===== src/rtl/serial_rx_marker.sv =====
module serial_rx_marker #(
  parameter int OSR = 16,
  parameter int DW  = 8
) (
  input  logic          clk,
  input  logic          rst,
  input  logic          tick16,
  input  logic          rxd,
  output logic [DW-1:0] byte_out,
  output logic          byte_vld,
  output logic          frame_err
);
  localparam int PW = $clog2(OSR);
  localparam logic [PW-1:0] MID  = PW'(OSR/2 - 1);
  localparam logic [PW-1:0] LAST = PW'(OSR - 1);

  typedef enum logic [1:0] {S_IDLE, S_START, S_RUN} st_t;

  st_t           st;
  logic [1:0]    sync;
  logic [PW-1:0] phase;
  logic [DW:0]   shreg;
  logic          armed;
  logic          rx;

  assign rx = sync[1];

  always_ff @(posedge clk) begin
    if (rst) begin
      sync      <= 2'b11;
      st        <= S_IDLE;
      phase     <= '0;
      shreg     <= '1;
      armed     <= 1'b0;
      byte_out  <= '0;
      byte_vld  <= 1'b0;
      frame_err <= 1'b0;
    end else begin
      sync      <= {sync[0], rxd};
      byte_vld  <= 1'b0;
      frame_err <= 1'b0;
      if (tick16) begin
        case (st)
          S_IDLE: begin
            if (rx) armed <= 1'b1;
            else if (armed) begin
              armed <= 1'b0;
              phase <= '0;
              shreg <= '1;
              st    <= S_START;
            end
          end
          S_START: begin
            if (phase == MID) begin
              phase <= '0;
              if (rx) st <= S_IDLE;
              else begin
                shreg <= {rx, shreg[DW:1]};
                st    <= S_RUN;
              end
            end else phase <= phase + 1'b1;
          end
          S_RUN: begin
            if (phase == LAST) begin
              phase <= '0;
              if (!shreg[0]) begin
                byte_out  <= shreg[DW:1];
                byte_vld  <= 1'b1;
                frame_err <= ~rx;
                shreg     <= '1;
                st        <= S_IDLE;
              end else shreg <= {rx, shreg[DW:1]};
            end else phase <= phase + 1'b1;
          end
          default: st <= S_IDLE;
        endcase
      end
    end
  end
endmodule



===== config.mk =====
export PLATFORM = sky130hd
export DESIGN_NAME = serial_rx_marker
export DESIGN_NICKNAME = d
export VERILOG_FILES = /design/src/rtl/serial_rx_marker.sv
export SDC_FILE = /design/constraint.sdc
export NUM_CORES = 1
export LEC_CHECK = 0
export ABC_AREA = 0
export ABC_CLOCK_PERIOD_IN_PS = 2700
export BUFFER_PORTS_ARGS = -buffer_cell sky130_fd_sc_hd__buf_4
export CAP_MARGIN = 25
export CORE_MARGIN = 1
export CORE_UTILIZATION = 57
export CTS_CLUSTER_DIAMETER = 200
export DETAILED_ROUTE_END_ITERATION = 8
export PLACE_DENSITY = 0.77
export SETUP_SLACK_MARGIN = 0.05
export SLEW_MARGIN = 15
export SYNTH_ARGS = -nofsm -noshare
export SYNTH_HDL_FRONTEND = slang
export SYNTH_SLANG_ARGS = --single-unit

===== constraint.sdc =====
create_clock -name clk -period 2.7 [get_ports clk]
set_clock_uncertainty 0.15 [all_clocks]
set_input_delay 0 -clock clk [delete_from_list [all_inputs] [get_ports clk]]
set_output_delay 0 -clock clk [all_outputs]
set_load 0.02 [all_outputs]

Word-level counts from Yosys, hierarchy flattened
Index checks and enable logic that the tools add are counted.

cells by class
  equality and inequality tests = 10
  add/subtract/negate cells = 1
  reductions and logical operators = 9
  bitwise operators = 5
  muxes and demuxes = 21

operator list
  cell                                                              count
  9-bit two-way mux                                                 6
  9-bit one-hot mux with 3 select lines                             1
  4-bit two-way mux                                                 4
  2-bit two-way mux                                                 6
  2-bit inequality test (second input constant)                     6
  4-bit one-hot mux with 3 select lines                             1
  4-bit AND reduction                                               2
  7-bit AND reduction                                               1
  2-bit one-hot mux with 3 select lines                             1
  6-bit AND reduction                                               1
  1-bit inverter                                                    5
  5-bit OR reduction                                                1
  4-bit by 1-bit adder with 4-bit output (second input constant)    1
  4-bit by 3-bit == test with 1-bit output (second input constant)  1
  4-bit == test (second input constant)                             1
  4-bit OR reduction                                                1
  3-bit nonzero test                                                1
  2-bit by 1-bit == test with 1-bit output (second input constant)  1
  2-bit == test (second input constant)                             1
  2-bit zero test                                                   1
  1-bit two-way mux                                                 2
  2-bit AND reduction                                               1

word-level totals
  flip-flop bits (word level) = 28
  word-level logic and storage cells = 54
  bits of input ports = 4
  output and inout port bits = 10

Depth between registers and ports, before layout
Gate-level depths: netlist (run 1).

  word-level depth = 3
  gate-level depth with buffers = 7
  gate-level depth less buffers = 6

Worst setup path before layout (run 1)
OpenSTA, ideal clock, no wires.

  path kind = register to register
  start = register st[0]
  end = register st[0]
  buffers on the path = 1
  stages on the path, launching flop included = 7
  setup slack = 0.827 ns
  required time = 2.478 ns
  period minus slack after synthesis = 1.873 ns
  library setup time = 0.072 ns
  arrival = 1.652 ns
  cells stage by stage = dfxtp_1 > inv_1 > ha_1 > or2_2 > buf_6 > a221oi_4 > mux2i_1

on the way
  cells in the longest elaborated chain, start to end = 3
  elaborated cells on any way between the ends = 10
  classes of those cells = 7 x eq/ne; 1 x mux; 2 x reduce/logical

ends and longest elaborated chain
  item                                         line  RTL
  start, declared                              19    st_t st;
  start signal, assigned                       31    st <= S_IDLE;
  start signal, assigned                       50    st <= S_START;
  start signal, assigned                       56    if (rx) st <= S_IDLE;
  2-bit == test, or another cell as far along  43    case (st)
  2-bit inequality test (no source line)       n/a
  6-bit AND reduction (no source line)         n/a

Parallel ways exist; a longest one is shown, timed or not.
A chain may end at the register's enable or synchronous reset.

Final worst setup path (run 1)
Same ends and word-level chain as after synthesis.

==> run metrics, run 1 <==
status completed; vias in the first global route 987; H-tree Lvls 1; Post-Route WL 2.55 mm; endpoints failing setup 0; commonest non-fill, non-tap cell in the layout dfxtp_1; Avg WL per Cell 13.4 µm; Data arrival, critical path 2.17 ns; Ant. Diodes 0; Placer Congestion 0.855; GR peak layer met2; final worst-path cycle share 76.2%; met3 Usage GRT 3.27%; post-route DRC violation count 0; Fmax achieved 0.486 GHz; WS Path Type reg2reg; row cnt 17; Worst-path clk slew 0.15 ns; register area share after synthesis 40.7%; Synth Instances 149; via count 1077; Async SR Flop Fraction 0%; Sink Count 28; first drt pass iteration count 4; Final min period 2.06 ns; initial antenna violation count 0; Ports 14; area of the multi-input gates 761 µm²; Slew HR 68.2%; register area 561 µm²; Die X 51.2 µm; fin. max-slew vios 0; DRT iter0 DRCs 28; Slew @ Worst Pin 0.477 ns; GRT Total Usage 22.0%; maxcap violations 0; met2 Use GR 35.5%; Post-Route Setup TNS 0 ns; Placeable Area 0.00225 mm²; post-synthesis cell type count 33; Util after Layout 69.5%; register bit count reported by yosys 28; chip height 51.2 µm; CP Max Fanout 11; Initial Utilization 61.2%; TritonCTS clock tree built; fraction of layout cells with a size suffix above 1 16.6%; EDFF count, synth 0; final hold vios 0; total number of yosys warnings 0; CP Capture Type register; nets@finish 174; Mean Syn Cell Area 9.25 µm²; Post-CTS Setup Bufs 0; die area 0.00262 mm²; # hold bufs at CTS 5; met1 track demand over resource 28.6%; grt ovf 0; placed cell area 0.00147 mm²; WP data required 2.82 ns; CTS-repair resized insts 0; Routed Antenna Nets 0; Hold Crit Class reg2reg; number of cells on the worst reg-to-reg path 5; vias per cell 5.64; PD cells 469 mW/mm²; Post-Syn Area 0.00138 mm²; Fin Hold WS 0.285 ns; clk_lat worst skew 0.32 ns; WHS Path Cells 1; P_leak 0.625 nW; PortBufs 13; first-pass GRT wire length 4.34 mm; Area Overhead vs Synth 13.7%; Root Driver clkbuf_4; largest net degree at the start of global routing 32; dpl hpwl 1.72 mm; Num CTS Buffers 3; Setup crit start kind register; Mapped Nets 159; most frequent cells in the layout 28 x dfxtp_1, 20 x mux2i_1, 18 x nor2_1; Longest Clk Path Bufs 2; RSZ-0062 raised after global routing false; number of filler instances in the final layout 194; post-route cell area 0.00157 mm²; Most used DFF post-synth dfxtp_1; VDD IR max 328 µV
## path summary, 6_finish.rpt
path                                            to          startpoint  slack [ns]
worst min register to register  sync[1]$_SDFF_PP1_  sync[0]$_SDFF_PP1_        0.29
worst max register to register  st[0]$_SDFFE_PP0P_  st[0]$_SDFFE_PP0P_        0.64
worst max-delay path            st[0]$_SDFFE_PP0P_  st[0]$_SDFFE_PP0P_        0.64
worst min-delay path            sync[1]$_SDFF_PP1_  sync[0]$_SDFF_PP1_        0.29
## final cells by class
cell class,instances,share of cell area [%]
multi-input combinational,110,48.5
sequential,28,35.8
timing repair buffer,18,9.42
tap,28,2.23
clock inverter,1,1.92
clock buffer,3,1.44
inverter,3,0.718
## layer usage
layer / vias to the layer above / wire (µm)
li1: 540 / -
met5: - / 0
met4: 0 / 14
met3: 2 / 104
met1: 511 / 1220
met2: 24 / 1210
## critical path, stage by stage (launching register included)
cell      delay (ns)
dfxtp_1         0.41
inv_1           0.10
ha_1            0.29
or2_2           0.45
a221oi_4        0.37
mux2i_1         0.23
## logic make-up (layout without fill, tap and decap cells)
family,count (synthesis),count (layout),synth area share (%)
simple gates,62,62,23.6
flops,28,28,40.7
compound gates,22,22,11.6
mux,20,20,14.5
buf+inv,11,25,4.17
fa+ha+maj,6,6,5.44
## through the flow
step | total power (W) | std cells | setup slack [ns]
detailed placement | 0.000465 | 182 | 0.670
global placement | 0.000463 | 182 | 0.777
floorplan | 0.000456 | 149 | 0.827
global route | 0.000765 | 191 | 0.514
finish | 0.000735 | 191 | 0.643
CTS | 0.000741 | 191 | 0.641
## report_power, final
part	total (W)	switching [W]	internal (W)
Clock	0.000272	0.000122	0.000150
Sequential	0.000420	0.00000252	0.000417
Combinational	0.0000429	0.0000236	0.0000193
## state kept, by name, summed over array words and instances, names as in the netlist
signal and count:
armed 1, shreg 9, frame_err 1, byte_out 8
sync 2, byte_vld 1, st 2, phase 4
## synth_stat cells, types with 2 or more instances
library cell  count  area [µm²]
mux2i_1          20         200
nand4_1           2        12.5
a21oi_1          13        65.1
ha_1              6        75.1
dfxtp_1          28         561
o21ai_0           2        10.0
or2_2             3        18.8
clkbuf_1          4        15.0
nor2_1           18        67.6
inv_1             3        11.3
buf_6             2        22.5
nand2_1          10        37.5
a31oi_1           2        12.5
nand2b_1         13        81.3
nand3_1           5        25.0
No activity file was read; power rests on OpenSTA's default activity.
==> run 2, diff against run 1 <==
ABC_CLOCK_PERIOD_IN_PS = 1800   (was 2700)
CORE_UTILIZATION = 51   (was 57)
PLACE_DENSITY = 0.73   (was 0.77)
clock period = 1.8 ns   (was 2.7 ns; I/O delays follow)
==> run 2 against run 1 <==
Compared with the run above: the flow now finishes with violations (setup timing); non-clock buffer count rose by 7; via count rose by 1.8%; routed wire length increased by 11%; critical path depth up 1; worst hold slack is essentially flat; first-iteration DRC count is the same; register-to-register slack got worse by 0.67 ns; sequential power rose by 50%; largest cell class unchanged; highest routed layer unchanged.
==> run metrics, run 2 (synthesis results as in run 1) <==
status finished with violations; violated checks setup timing; PD cells 649 mW/mm²; max reg flops 9; Longest Clk Path Bufs 2; Ports 14; commonest non-fill, non-tap cell in the layout dfxtp_1; vias per cell 5.48; Num CTS Buffers 3; DP Worst Slack -0.0110 ns; RSZ-0062 raised after global routing true; Ant. Diodes 0; WP data required 1.89 ns; Initial Utilization 54.7%; initial antenna violation count 0; Placer Congestion 0.863; row cnt 18; first drt pass iteration count 5; nets@finish 181; Setup crit start st[0]$_SDFFE_PP0P_; first-pass GRT wire length 4.12 mm; fin. max-slew vios 0; CP Capture Type register; DRT iter0 DRCs 28; clk_lat worst skew 0.33 ns; Slew HR 76.9%; Post-Route WL 2.82 mm; final worst-path cycle share 102%; Routed Antenna Nets 0; R2R Setup Slk -0.03 ns; Placed Cells 189; P_leak 0.674 nW; dpl hpwl 1.77 mm; GRT Total Usage 19.6%; Avg WL per Cell 14.1 µm; Hold Crit Class reg2reg; fraction of layout cells with a size suffix above 1 27.1%; grt ovf 0; hold_sp sync[0]$_SDFF_PP1_; Critical-path top delay cell dfxtp_4; reg-to-reg startpoint st[0]$_SDFFE_PP0P_; Worst Setup Slack, final -0.0319 ns; Reg with most FFs shreg; biggest registers after layout shreg (9), byte_out (8), phase (4); Placeable Area 0.00252 mm²; Area Overhead vs Synth 24.5%; PortBufs 13; largest net degree at the start of global routing 32; Worst-path clk slew 0.16 ns; Sink Count 28; Setup crit start kind register; final hold vios 0; VDD IR max 762 µV; Die X 54.0 µm; post-route DRC violation count 0; slowest stage delay, CP 0.41 ns; most frequent cells in the layout 26 x dfxtp_1, 20 x buf_4, 19 x mux2i_1, 18 x nor2_1, 13 x nand2b_1; Final min period 1.83 ns; Data arrival, critical path 1.92 ns; H-tree Lvls 1; CP Max Fanout 7; chip height 54.0 µm; number of filler instances in the final layout 188; Slew @ Worst Pin 0.346 ns; post-route cell area 0.00172 mm²; Fmax achieved 0.546 GHz; maxcap violations 0; WS Path Type reg2reg; Root Driver clkbuf_4; Overall Power 0.00111 W; via count 1096; TritonCTS clock tree built; endpoints failing setup 3; placed cell area 0.00154 mm²; vias in the first global route 912; crit path cell chain inv_4 -> ha_4 -> or3_4 -> o211ai_4 -> a21oi_2 -> a311o_1; Non-Filler Instances 200; Util after Layout 68.1%; die area 0.00292 mm²
-- run 2: cell types whose count changed in the layout (fill, tap and decap cells not counted), moves of 2 or more --
cell	change
buf_4	+7
dfxtp_1	-2
dfxtp_4	+2
ha_1	-2
ha_4	+2
inv_1	-2
-- run 2: power by group --
group	total [W]	leakage (nW)	switching (W)	internal, W
logic	0.0000721	0.417	0.0000387	0.0000334
clock network	0.000415	0.0279	0.000190	0.000225
registers	0.000628	0.228	0.00000454	0.000623
-- run 2: path summary, 6_finish.rpt --
| check | cells after the start | end |
|---|---|---|
| setup reg to reg | 6 | shreg[8]$_SDFFE_PP1P_ |
| setup / recovery | 6 | shreg[8]$_SDFFE_PP1P_ |
| hold reg to reg | 1 | sync[1]$_SDFF_PP1_ |
| hold / removal | 1 | sync[1]$_SDFF_PP1_ |
-- run 2: final cells by class --
cell class                      count  area [µm²]  area share [%]
Multi-Input combinational cell    110         835            48.6
Sequential cell                    28         568            33.1
Timing Repair Buffer               25         210            12.2
Tap cell                           30        37.5            2.19
Clock inverter                      1        30.0            1.75
Clock buffer                        3        22.5            1.31
Inverter                            3        13.8           0.802
-- run 2: routing by layer --
metal,global-route usage (%),vias up,wire length [µm]
li1,-,554,-
met1,26.6,520,1370
met2,31.9,20,1360
met3,3.39,2,73
met4,5.13,0,14
met5,0,-,0
-- run 2: stage by stage --
| step | hold slack, ns | setup TNS, ns |
|---|---|---|
| after floorplan | -0.0462 | 0 |
| after global placement | 0.0366 | 0 |
| after detailed placement | 0.0392 | -0.0110 |
| after CTS | 0.287 | -0.0223 |
| after global routing | 0.305 | -0.529 |
| final | 0.286 | -0.0340 |
-- run 2: timing repair --
action / in CTS / in global routing
endpoints found under the setup margin: 13 / 15
hold endpoints to repair: 28 / 0
buffers inserted: 0 / 3
resized for setup: 3 / 12
pin swaps: 1 / 8
hold buffers: 4 / 0
-- run 2: worst max-delay path, delay by kind of cell (launching register included) --
family / cells / cell delay (ns)
AOI/OAI and AO/OA: 3 / 0.61
DFF: 1 / 0.41
and+or+nand+nor: 1 / 0.34
adders and majority gates: 1 / 0.18
buffers and inverters: 1 / 0.05
==> run 3, diff against run 2 <==
CELL_PAD_IN_SITES_DETAIL_PLACEMENT = 1   (was unset)
CELL_PAD_IN_SITES_GLOBAL_PLACEMENT = 2   (was unset)
CORE_UTILIZATION = 32   (was 51)
PLACE_DENSITY = unset   (was 0.73)
PLACE_DENSITY_LB_ADDON = 0.1   (was unset)
==> run 3 against run 2 <==
Compared with the run above: routed wire length grew 17%; non-clock buffer count grew 7; clock-buffer cell count did not move; clock power increased by 22%; critical endpoint is now shreg[2]$_SDFFE_PP1P_; the flow now finishes without violations; critical path depth grew 1; first-iteration DRC count up 61%.
==> run metrics, run 3 (synthesis results as in run 1) <==
dpl hpwl 2.17 mm; Avg WL per Cell 14.6 µm; first drt pass iteration count 4; nets@finish 188; Placer Congestion 0.782; Area Overhead vs Synth 32.6%; DP Worst Slack -0.0133 ns; Post-Route WL 3.32 mm; combinational share of power 6.5%; Data arrival, critical path 1.74 ns; Num CTS Buffers 3; clk_lat worst skew 0.28 ns; number of filler instances in the final layout 466; grt ovf 0; Fmax achieved 0.579 GHz; max reg flops 9; fin. max-slew vios 0; Util after Layout 45.1%; Clk pwr share 41.7%; row cnt 23; Fin Hold WS 0.279 ns; vias in the first global route 1119; Initial Utilization 34.0%; first-pass GRT wire length 5.58 mm; PortBufs 13; CP Max Fanout 8; Slew @ Worst Pin 0.562 ns; most frequent cells in the layout 26 x buf_4, 24 x dfxtp_1, 19 x mux2i_1, 18 x nor2_1; Overall Power 0.00121 W; WP data required 1.82 ns; status completed; WS Path Type reg2reg; Routed Antenna Nets 0; Net Switching 0.000253 W; VDD IR max 475 µV; Sink Count 28; DRT iter0 DRCs 45; maxcap violations 0; largest net degree at the start of global routing 32; final worst-path cycle share 95.9%; Worst-path clk slew 0.09 ns; GRT Total Usage 16.8%; commonest non-fill, non-tap cell in the layout buf_4; final hold vios 0; RSZ-0062 raised after global routing true; Longest Clk Path Bufs 2; CP Capture Type register; Ant. Diodes 0; Ports 14; die area 0.00458 mm²; H-tree Lvls 1; TritonCTS clock tree built; Die X 67.6 µm; vias per cell 4.89; endpoints failing setup 0; Setup crit start kind register; Slew HR 62.1%; P_leak 0.714 nW; biggest registers after layout shreg (9), byte_out (8), phase (4); sequential share of power 51.8%; Hold Crit Class reg2reg; internal power 0.000958 W; initial antenna violation count 0; PD cells 663 mW/mm²; Root Driver clkbuf_8; Reg with most FFs shreg; post-route DRC violation count 0; Placeable Area 0.00406 mm²; chip height 67.6 µm; Worst Setup Slack, final 0.0735 ns; Sw Share 20.9%; fraction of layout cells with a size suffix above 1 31.1%; Final min period 1.73 ns; via count 1110
==> run 3: cell count changes in the layout (fill, tap and decap cells not counted), sizes merged <==
cell         delta
buf             +8
dlygate4sd3     -1
==> run 3: routing by layer <==
metal | vias to the layer above | track usage (%) | part of all wire (%)
met5 | - | 0 | 0
met4 | 0 | 3.99 | 0.51
met3 | 2 | 3.55 | 2.7
met2 | 14 | 28.5 | 49
met1 | 529 | 21.3 | 48
li1 | 565 | - | -
==> run 3: timing repair <==
item	4_1_cts	5_1_grt
endpoints found under the setup margin	11	23
endpoints found under the hold margin	16	0
cloned	0	0
pin swaps	6	4
resized for setup	6	11
hold buffers	3	0
buffers inserted	5	3
==> run 3: per-stage QoR <==
step	std cells	TNS, ns	cell area (µm²)
floorplan	149	0	1400
global placement	212	0	1580
detailed placement	212	-0.0308	1580
CTS	224	0	1750
global route	227	0	1830
finish	227	0	1830
==> run 3: critical path, cell delays in order, from the launching register on <==
cell      delay (ns)
dfxtp_2         0.36
inv_2           0.06
ha_4            0.17
or3_1           0.32
o211ai_2        0.19
buf_6           0.15
nand2_8         0.09
mux2i_1         0.13
==> run 3: path summary, 6_finish.rpt <==
| check | to | slack, ns | cells past startpoint | startpoint |
|---|---|---|---|---|
| setup / recovery | shreg[2]$_SDFFE_PP1P_ | 0.07 | 7 | st[0]$_SDFFE_PP0P_ |
| hold / removal | sync[1]$_SDFF_PP1_ | 0.28 | 1 | sync[0]$_SDFF_PP1_ |
| setup reg to reg | shreg[2]$_SDFFE_PP1P_ | 0.07 | 7 | st[0]$_SDFFE_PP0P_ |
| hold reg to reg | sync[1]$_SDFF_PP1_ | 0.28 | 1 | sync[0]$_SDFF_PP1_ |
==> run 3: layout make-up <==
cell class              instances  area (µm²)  area share, %
flip-flops and latches         28         568           31.1
multi-input cells             110         847           46.3
inverters                       3        11.3          0.616
well taps                      50        62.6           3.42
clock buffers                   3        41.3           2.26
repair buffers                 32         268           14.6
clock inverters                 1        30.0           1.64
==> run 3: power by group through the flow <==
stage | logic, W | registers [W] | clock network, W
3_5_place_dp | 0.0000634 | 0.000643 | 0
5_1_grt | 0.0000853 | 0.000628 | 0.000553
4_1_cts | 0.0000752 | 0.000627 | 0.000529
6_report | 0.0000791 | 0.000627 | 0.000505
3_3_place_gp | 0.0000620 | 0.000643 | 0
2_1_floorplan | 0.0000429 | 0.000642 | 0
